<file path="src/rtl/atx_pkg.sv">
package atx_pkg;

   typedef enum logic [3:0] {
      S_IDLE,
      S_ALERT,
      S_PRESENCE,
      S_SETTLE_AL,
      S_READY,
      S_BIT_LOW,
      S_BIT_HIGH,
      S_GAP,
      S_ACK,
      S_FINISH
   } atx_state_e;

   function automatic int atx_max2(input int a, input int b);
      return (a > b) ? a : b;
   endfunction

endpackage

</file>
<file path="src/rtl/atx_sync.sv">
module atx_sync #(
   parameter int W      = 2,
   parameter int STAGES = 2
) (
   input  logic         clk,
   input  logic         rst_n,
   input  logic [W-1:0] d,
   output logic [W-1:0] q
);

   logic [W-1:0] st [STAGES];

   always_ff @(posedge clk or negedge rst_n) begin
      if (!rst_n) st[0] <= '1;
      else        st[0] <= d;
   end

   for (genvar g = 1; g < STAGES; g++) begin : g_stage
      always_ff @(posedge clk or negedge rst_n) begin
         if (!rst_n) st[g] <= '1;
         else        st[g] <= st[g-1];
      end
   end

   assign q = st[STAGES-1];

endmodule

</file>
<file path="src/rtl/atx_tick_timer.sv">
module atx_tick_timer #(
   parameter int W = 8
) (
   input  logic         clk,
   input  logic         rst_n,
   input  logic         clr,
   input  logic         tick,
   output logic [W-1:0] cnt
);

   localparam logic [W-1:0] CNT_TOP = '1;

   always_ff @(posedge clk or negedge rst_n) begin
      if (!rst_n)                         cnt <= '0;
      else if (clr)                       cnt <= '0;
      else if (tick && (cnt != CNT_TOP))  cnt <= cnt + 1'b1;
   end

endmodule

</file>
<file path="src/rtl/atn_byte_sender.sv">
module atn_byte_sender
   import atx_pkg::*;
#(
   parameter int          SYNC_STAGES     = 2,
   parameter bit          SOLICIT_SUPPORT = 1'b1,
   parameter logic [7:0]  RANGE_LO        = 8'h20,
   parameter logic [7:0]  RANGE_HI        = 8'h5F,
   parameter int          T_AC            = 20,
   parameter int          T_AT            = 1000,
   parameter int          T_AL            = 1000,
   parameter int          T_HA            = 64000,
   parameter int          T_ST            = 35,
   parameter int          T_VT            = 35,
   parameter int          T_F             = 1000,
   parameter int          T_JD            = 320
) (
   input  logic       clk,
   input  logic       rst_n,
   input  logic       us_tick,
   input  logic       start,
   input  logic [7:0] tx_byte,
   input  logic       solicit_en,
   input  logic       clk_in,
   input  logic       data_in,
   output logic       atn_pull,
   output logic       clk_pull,
   output logic       data_pull,
   output logic       busy,
   output logic       done,
   output logic       err_absent,
   output logic       err_timeout,
   output logic       fast_ok
);

   localparam int T_MAX  = atx_max2(atx_max2(atx_max2(T_AC, T_AT), atx_max2(T_AL, T_HA)),
                                    atx_max2(atx_max2(T_ST, T_VT), atx_max2(T_F, T_JD)));
   localparam int TW     = $clog2(T_MAX + 1);
   localparam int SETTLE = SYNC_STAGES + 1;
   localparam int SW     = $clog2(SETTLE + 1);
   localparam logic [SW-1:0] SETTLE_V = SW'(SETTLE);

   if (SYNC_STAGES < 2) begin : g_bad_sync
      $error("SYNC_STAGES must be at least 2");
   end
   if (T_AT <= T_AC) begin : g_bad_at
      $error("T_AT must exceed T_AC");
   end
   if (T_JD <= T_ST) begin : g_bad_jd
      $error("T_JD must exceed T_ST");
   end
   if (RANGE_LO > RANGE_HI) begin : g_bad_range
      $error("RANGE_LO must not exceed RANGE_HI");
   end

   atx_state_e        state, state_nxt;
   logic [7:0]        byte_q;
   logic              sol_q;
   logic [2:0]        idx;
   logic [TW-1:0]     cnt;
   logic [SW-1:0]     settle;
   logic              look, chg, clr;
   logic              set_absent, set_tmo;
   logic              clk_s, data_s;
   logic              sol_ok;

   atx_sync #(.W(2), .STAGES(SYNC_STAGES)) u_sync (
      .clk   (clk),
      .rst_n (rst_n),
      .d     ({clk_in, data_in}),
      .q     ({clk_s, data_s})
   );

   atx_tick_timer #(.W(TW)) u_timer (
      .clk   (clk),
      .rst_n (rst_n),
      .clr   (clr),
      .tick  (us_tick),
      .cnt   (cnt)
   );

   if (SOLICIT_SUPPORT) begin : g_sol
      assign sol_ok = solicit_en && (tx_byte >= RANGE_LO) && (tx_byte <= RANGE_HI);
   end else begin : g_nosol
      assign sol_ok = 1'b0;
   end

   always_comb begin
      state_nxt  = state;
      set_absent = 1'b0;
      set_tmo    = 1'b0;
      if (start) begin
         state_nxt = S_ALERT;
      end else begin
         unique case (state)
            S_ALERT: begin
               if (cnt >= TW'(T_AC)) state_nxt = S_PRESENCE;
            end
            S_PRESENCE: begin
               if (look && !data_s) begin
                  state_nxt = S_SETTLE_AL;
               end else if (cnt >= TW'(T_AT)) begin
                  state_nxt  = S_FINISH;
                  set_absent = 1'b1;
               end
            end
            S_SETTLE_AL: begin
               if (cnt >= TW'(T_AL)) state_nxt = S_READY;
            end
            S_READY: begin
               if (look && data_s && clk_s) begin
                  state_nxt = S_BIT_LOW;
               end else if (cnt >= TW'(T_HA)) begin
                  state_nxt = S_FINISH;
                  set_tmo   = 1'b1;
               end
            end
            S_BIT_LOW: begin
               if (cnt >= TW'(T_ST)) state_nxt = S_BIT_HIGH;
            end
            S_BIT_HIGH: begin
               if (cnt >= TW'(T_VT)) begin
                  if (idx == 3'd7)               state_nxt = S_ACK;
                  else if (idx == 3'd6 && sol_q) state_nxt = S_GAP;
                  else                           state_nxt = S_BIT_LOW;
               end
            end
            S_GAP: begin
               if (cnt >= TW'(T_JD)) state_nxt = S_BIT_LOW;
            end
            S_ACK: begin
               if (look && !data_s) begin
                  state_nxt = S_FINISH;
               end else if (cnt >= TW'(T_F)) begin
                  state_nxt = S_FINISH;
                  set_tmo   = 1'b1;
               end
            end
            default: state_nxt = state;
         endcase
      end
   end

   assign chg  = start || (state_nxt != state);
   assign clr  = chg && !(!start && state == S_ALERT && state_nxt == S_PRESENCE);
   assign look = (settle == '0);

   always_ff @(posedge clk or negedge rst_n) begin
      if (!rst_n)              settle <= SETTLE_V;
      else if (chg)            settle <= SETTLE_V;
      else if (settle != '0)   settle <= settle - 1'b1;
   end

   always_ff @(posedge clk or negedge rst_n) begin
      if (!rst_n) begin
         state       <= S_IDLE;
         byte_q      <= '0;
         sol_q       <= 1'b0;
         idx         <= '0;
         err_absent  <= 1'b0;
         err_timeout <= 1'b0;
         fast_ok     <= 1'b0;
         done        <= 1'b0;
      end else begin
         state <= state_nxt;
         if (start) begin
            byte_q      <= tx_byte;
            sol_q       <= sol_ok;
            idx         <= '0;
            err_absent  <= 1'b0;
            err_timeout <= 1'b0;
            fast_ok     <= 1'b0;
            done        <= 1'b0;
         end else begin
            if (state == S_GAP && look && !data_s)
               fast_ok <= 1'b1;
            if (state == S_BIT_HIGH && state_nxt != S_BIT_HIGH && idx != 3'd7)
               idx <= idx + 1'b1;
            if (state_nxt == S_FINISH && state != S_FINISH) begin
               done        <= 1'b1;
               err_absent  <= set_absent;
               err_timeout <= set_tmo;
            end
         end
      end
   end

   assign atn_pull  = (state != S_IDLE);
   assign clk_pull  = (state == S_PRESENCE) || (state == S_SETTLE_AL) ||
                      (state == S_BIT_LOW)  || (state == S_GAP)       ||
                      (state == S_ACK)      || (state == S_FINISH);
   assign data_pull = ((state == S_BIT_LOW) || (state == S_BIT_HIGH)) && !byte_q[idx];
   assign busy      = (state != S_IDLE) && (state != S_FINISH);

endmodule

</file>
<file path="config.mk">
export PLATFORM = sky130hd
export DESIGN_NAME = atn_byte_sender
export DESIGN_NICKNAME = d
export VERILOG_FILES = /design/src/rtl/atx_pkg.sv /design/src/rtl/atx_sync.sv /design/src/rtl/atx_tick_timer.sv /design/src/rtl/atn_byte_sender.sv
export SDC_FILE = /design/constraint.sdc
export NUM_CORES = 1
export LEC_CHECK = 0
export ABC_CLOCK_PERIOD_IN_PS = 2700
export BUFFER_PORTS_ARGS = -buffer_cell sky130_fd_sc_hd__buf_2
export CORE_MARGIN = 1.5
export CORE_UTILIZATION = 35
export DETAILED_ROUTE_END_ITERATION = 7
export GPL_TIMING_DRIVEN = 0
export PLACE_DENSITY = 0.56
export SYNTH_ARGS = -nofsm -noshare
export SYNTH_HDL_FRONTEND = slang
export SYNTH_SLANG_ARGS = --single-unit
</file>
<file path="constraint.sdc">
create_clock -name clk -period 2.7 [get_ports clk]
set_input_delay 0.135 -clock clk [delete_from_list [all_inputs] [get_ports clk]]
set_output_delay 0.135 -clock clk [all_outputs]
set_load 0.05 [all_outputs]
</file>
# ---- Yosys cells after proc, flatten, opt, wreduce, memory -nomap -nowiden
# Cells that the tools add are included.
dict set report totals {
  regBits 42
  latchBits 0
  ramBits 0
  rom_bits 0
  in_bits 15
  word_cells 113
  memories 0
}
dict set report op_classes {
  addsub 3
  mul 0
  div 0
  magnitude_cmp 8
  eq_ne 18
  shifts 0
  n_mux 36
  bitwise 0
  reduce_logical 36
}
# op count
set ops {}
lappend ops {{4-bit 2-to-1 mux} 12}
lappend ops {{16-bit 2-to-1 mux} 2}
lappend ops {{4-bit one-hot mux with 8 select lines} 1}
lappend ops {{1-bit logical AND} 17}
lappend ops {{16-bit by 1-bit adder with 16-bit output (second input constant)} 1}
lappend ops {{4-bit by 3-bit equality test with 1-bit output (second input constant)} 4}
lappend ops {{16-bit by 10-bit >= comparator with 1-bit output (second input constant)} 1}
lappend ops {{16-bit >= comparator (second input constant)} 1}
lappend ops {{16-bit by 5-bit >= comparator with 1-bit output (second input constant)} 1}
lappend ops {{16-bit by 6-bit >= comparator with 1-bit output (second input constant)} 1}
lappend ops {{16-bit by 9-bit >= comparator with 1-bit output (second input constant)} 1}
lappend ops {{16-bit != test (second input constant)} 1}
lappend ops {{1-bit 2-to-1 mux} 14}
lappend ops {{4-bit by 2-bit equality test with 1-bit output (second input constant)} 3}
lappend ops {{4-bit equality test (second input constant)} 3}
lappend ops {{2-bit nonzero test} 6}
lappend ops {{8-bit by 6-bit >= comparator with 1-bit output (second input constant)} 1}
lappend ops {{8-bit by 7-bit <= comparator with 1-bit output (second input constant)} 1}
lappend ops {{1-bit logical OR} 7}
lappend ops {{3-bit equality test (second input constant)} 2}
lappend ops {{2-bit 2-to-1 mux} 3}
lappend ops {{3-bit 2-to-1 mux} 2}
lappend ops {{4-bit by 1-bit equality test with 1-bit output (second input constant)} 1}
lappend ops {{1-bit zero test} 4}
lappend ops {{other kinds (11)} 11}

# ---- Logic depth before layout (Yosys ltp)
dict set report depth {
  depth_word 12
  depth_mapped 10
}

# ---- Cells and area by module
# From an unflattened synthesis, not the netlist that was laid out.
dict set report unflattened {
  hier_cells 290
  area_unflattened_um2 2755.1
}
# module instances cells_per_inst area_each_um2
set modules_own_cells {}
lappend modules_own_cells {atn_byte_sender 1 186 1692.9}
lappend modules_own_cells {atx_tick_timer 1 98 942.2}
lappend modules_own_cells {atx_sync 1 6 120.1}

# ---- Worst setup path before layout
# Ideal clock, no wire load.
dict set report synth_path {
  path_kind {reg-to-output}
  startpoint {register idx[0]}
  endpoint {output data_pull}
  arrival_ns 3.515
  required_ns 2.565
  slack_ns -0.950
  stages_incl_launch_ff 4
  path_cell_list {dfrtp_1 mux4_2 nor2b_1 a2111oi_0}
}
dict set report synth_between {
  elab_chain_cells 4
}
# element line
set synth_lines {}
lappend synth_lines {{start, declared} atn_byte_sender.sv:58} ;# logic [2:0] idx;
lappend synth_lines {{start signal, assigned} atn_byte_sender.sv:177} ;# idx <= idx + 1'b1;
lappend synth_lines {{1-bit binary-select mux with 3-bit select} atn_byte_sender.sv:191} ;# assign data_pull = ((state == S_BIT_LOW) || (state == S_BIT_HIGH)) && !byte_q[idx];
lappend synth_lines {{1-bit 2-to-1 mux (not written as such)} atn_byte_sender.sv:191}
lappend synth_lines {{1-bit zero test} atn_byte_sender.sv:191}
lappend synth_lines {{1-bit logical AND} atn_byte_sender.sv:191}
lappend synth_lines {{end, declared} atn_byte_sender.sv:27} ;# output logic data_pull,
# Every way passes these cells. The select of a mux whose other input is x is not followed.

# ---- Worst setup path in the final report
dict set report layout_path {
  startpoint {register u_timer.cnt[12]}
  endpoint {register idx[1]}
}
dict set report layout_between {
  elab_chain_cells 9
  word_cells_on_any_way 21
  classes_between {order compare (5); eq/ne (1); mux (12); reduce/logical (3)}
}
# element line
set layout_lines {}
lappend layout_lines {{start, declared} atx_tick_timer.sv:8} ;# output logic [W-1:0] cnt
lappend layout_lines {{start signal, assigned} atx_tick_timer.sv:16} ;# else if (tick && (cnt != CNT_TOP)) cnt <= cnt + 1'b1;
lappend layout_lines {{16-bit by 10-bit >= comparator with 1-bit output or 16-bit >= comparator (tied branches)} n/a}
lappend layout_lines {{4-bit 2-to-1 mux (on tied branches)} {atn_byte_sender.sv:101, atn_byte_sender.sv:133, atn_byte_sender.sv:112}}
lappend layout_lines {{4-bit 2-to-1 mux (on tied branches)} {atn_byte_sender.sv:131, atn_byte_sender.sv:99, atn_byte_sender.sv:110}}
lappend layout_lines {{4-bit one-hot mux with 8 select lines (*)} atn_byte_sender.sv:94} ;# unique case (state)
lappend layout_lines {{4-bit 2-to-1 mux (*)} atn_byte_sender.sv:91} ;# if (start) begin
lappend layout_lines {{4-bit by 3-bit != test with 1-bit output (*)} atn_byte_sender.sv:176} ;# if (state == S_BIT_HIGH && state_nxt != S_BIT_HIGH && idx != 3'd7)
lappend layout_lines {{1-bit logical AND (*) (2 in series)} atn_byte_sender.sv:176}
lappend layout_lines {{2-bit nonzero test (no line) (*)} n/a}
# Every way passes the cells marked *; elsewhere a longest branch is shown, timed or not.
# A chain may end at the register's enable or synchronous reset.

==> Flow_metrics.wiki <==
{| class="wikitable"
! Metric !! Value
|-
| Status || finished, violations left
|-
| Violated checks || negative hold slack
|-
| Num ports || 23
|-
| Cell type contributing the most total cell area after synthesis || dfrtp_1
|-
| Multiplexer area fraction after synthesis || 0.07861
|-
| Finish-stage setup viols || 0
|-
| Synthesized-area fraction occupied by ao, oa, aoi and oai cells || 0.1269
|-
| Maximum cell stage delay along the critical path || 450 ps
|-
| Number of enable flip-flop cells after synthesis || 0
|-
| Bufs on Longest Clock Path || 2
|-
| Total nets after synthesis || 274
|-
| Final worst-path cycle share || 0.9646
|-
| Time the final worst path needs with I/O delays and setup || 2604 ps
|-
| Gpl congestion || 0.8405
|-
| Highest attainable clock frequency || 384.0 MHz
|-
| CTS buffer count || 5
|-
| Pre-Repair DR Iteration Count || 4
|-
| DRC Markers || 0
|-
| Starting Density || 0.3661
|-
| Nets || 311
|-
| Relative area change from synthesis to final layout || 17.61%
|-
| Overall routed net length || 5672 µm
|-
| Layout Skew || 21.27 ps
|-
| Largest delay share family, worst path || compound AO/OA/AOI/OAI gates
|-
| Final max-slew violation count || 0
|-
| TritonCTS Sinks || 42
|-
| Sequential share of the synthesized area || 0.4209
|-
| CP max FO || 4
|-
| Slowest cell on the critical path || dfrtp_2
|-
| H-tree lvl count || 2
|-
| PD cells || 580.3 mW/mm²
|-
| Number of cells produced by synthesis || 253
|-
| CP Capture Type || register
|-
| Accumulated negative setup slack || 0 ps
|-
| Static leakage power || 1.210 nW
|-
| Library cell appearing most often on the critical path || a311oi_4
|-
| Via count of the first global-routing pass || 1,829
|-
| Path type of the worst setup path || reg2reg
|-
| Root cell of the clock tree || clkbuf_8
|-
| Req. time, crit path || 2880 ps
|-
| Synthesized flop and latch total || 42
|-
| Yosys cell types || 53
|-
| Floorplan die width || 87.77 µm
|-
| Vias || 1,973
|-
| Unrepaired setup endpoints after global routing || yes
|-
| Worst-path cell chain || nor4_4 > o211ai_4 > o221a_1 > a311oi_4 > nor2_2 > a311oi_4 > mux2_1
|-
| Maximum number of pins on one net before global-route repair || 43
|-
| Buffers on Ports || 22
|-
| Hold Path Class || in2async
|-
| Arithmetic-cell share of the synthesized area counting full adders, half adders and majority gates || 0.02985
|-
| Largest vdd supply drop || 0.2893 mV
|-
| Standard-cell row count || 30
|-
| Cell types with the highest counts after synthesis || dfrtp_1, nor2_1, nand2_1
|-
| Post-synthesis async set-or-reset flop share || 1.000
|-
| Max_cap viols || 0
|-
| Primary flip-flop cell chosen by synthesis mapping || dfrtp_1
|-
| Clk slew on worst S/H paths || 100 ps
|-
| Count of buffering cells on the critical path with inverters included || 0
|-
| Synthesis Warnings || 0
|-
| Transition at the pin with the smallest max-transition slack || 960.6 ps
|-
| Clock Latency Late Sink || 300 ps
|-
| Post-Synth XOR/XNOR Area || 0.07313
|-
| TritonCTS clock tree || done
|-
| Wire length of the first global-routing pass || 9342 µm
|-
| Total grt overflow || 0
|-
| GRT Resource Usage Total || 0.1568
|-
| Number of antenna violations at the first check in global routing || 0
|-
| Startpoint Class || register
|-
| Hold violation count in the final report || 17
|-
| Simple-gate share of the synthesized area || 0.2279
|-
| Overall power of the completed layout || 0.001716 W
|-
| Detailed Route Iter0 Violations || 123
|-
| Remaining number of nets flagged by the antenna check after routing || 0
|-
| Mapped Avg Cell Area || 9.940 µm²
|-
| Final hold slack || -19.31 ps
|-
| Via density || 5.098
|-
| Diode count || 0
|-
| Area share of the leading cell type in the synthesized netlist || 0.3582
|-
| Normalized max-slew margin || 0.3596
|-
| Chip height || 87.77 µm
|-
| Proportion of layout cells with a drive suffix above 1 || 0.2715
|-
| Main combinational cell family by area after synthesis || simple AND/OR/NAND/NOR gates
|-
| Leading cell types by total area after synthesis || dfrtp_1, dfstp_2, nor2_1, xnor2_1, mux2_2
|-
| Post-DP HPWL || 4000 µm
|-
| Core footprint || 0.006869 mm²
|-
| Routed wirelength normalized by instance count || 14.66 µm
|-
| Cell Area, Synth || 0.002515 mm²
|-
| Number of filler instances in the final layout || 677
|-
| Crit path DAT || 2780 ps
|-
| Area enclosed by the die boundary || 0.007703 mm²
|}
-- path summary, 6_finish.rpt --
| kind | slack, ps | start | to | cells after the start |
|---|---|---|---|---|
| setup / recovery | 100 | u_timer.cnt[12]$_DFFE_PN0P_ | idx[1]$_DFFE_PN0P_ | 7 |
| hold / removal | -20 | rst_n | u_timer.cnt[3]$_DFFE_PN0P_ | 1 |
| setup reg to reg | 100 | u_timer.cnt[12]$_DFFE_PN0P_ | idx[1]$_DFFE_PN0P_ | 7 |
| hold reg to reg | 360 | u_sync.st[2]$_DFF_PN1_ | u_sync.q[0]$_DFF_PN1_ | 0 |
| max in group asynchronous | 2050 | rst_n | u_timer.cnt[14]$_DFFE_PN0P_ | 1 |
| min in group clk | 70 | tx_byte[3] | byte_q[3]$_DFFE_PN0P_ | 2 |
-- power breakdown --
group / total (W) / leakage (nW) / switching, W / internal (W)
Sequential: 0.000724 / 0.538 / 0.0000328 / 0.000691
Clock: 0.000408 / 0.0483 / 0.000226 / 0.000182
Combinational: 0.000584 / 0.624 / 0.000369 / 0.000216
Total: 0.00172 / 1.21 / 0.000627 / 0.00109
-- final cells by class --
type                       count  area [µm²]  area share
inverter                      11       41.29     0.01396
tap                           96       120.1     0.04061
buffer                        13       73.82     0.02496
clock buffer                   5       68.82     0.02327
clock inverter                 3       18.77    0.006345
sequential                    42        1061      0.3587
timing repair buffer          30       175.2     0.05922
multi-input combinational    187        1399      0.4729
-- routing by layer --
metal,up-vias,share of wire,GRT usage
met1,958,0.49,0.2359
met2,39,0.46,0.2269
met4,0,0.0099,0.05628
li1,974,-,-
met5,-,0,0
met3,2,0.035,0.02451
-- registers in the layout (all words and copies together), names as in the netlist --
signal	count
idx	3
err_absent	1
byte_q	8
u_timer.cnt	16
err_timeout	1
u_sync.q	2
sol_q	1
done	1
settle	2
fast_ok	1
u_sync.st	2
state	4
-- what timing repair did --
action,CTS,global route
hold buffers,2,0
resized for setup,0,16
pin swaps,3,6
setup endpoints to repair,12,20
endpoints found under the hold margin,2,0
buffers inserted,2,4
-- through the flow --
stage | std cells | util | cell area (µm²) | worst slack, ps
floorplan | 253 | - | 2521 | 248.7
global route | 387 | 0.4306 | 2958 | -14.94
global placement | 371 | 0.4005 | 2751 | -139.5
finish | 387 | 0.4306 | 2958 | 95.62
detailed placement | 371 | 0.4005 | 2751 | -173.1
CTS | 383 | 0.4184 | 2874 | 20.69
-- cells in the final DEF, fill, tap and decap left out, drive strengths merged, types with 2 or more instances in the layout --
cell type	n
nor2b	6
or3	2
a21oi	7
nand2	15
nor4	3
nand4	12
mux2i	4
dfrtp	36
nand3b	2
o211ai	3
a211oi	3
nor3	7
dlygate4sd3	2
a31o	2
nor3b	3
nand3	8
inv	12
a311oi	3
and4	2
ha	6
dfstp	6
nor2	37
xor2	10
clkinv	2
buf	32
nand2b	5
o21ai	10
mux4	2
mux2	10
xnor2	11
clkbuf	14
-- cell families after synthesis --
logic type	after synthesis
flip-flops	42
AND/OR/NAND/NOR	106
adder cells (fa/ha/maj)	6
XOR/XNOR	21
buffers and inverters	24
AO/OA/AOI/OAI	38
multiplexers	16
Note: power is estimated with default switching activity, not from simulation.
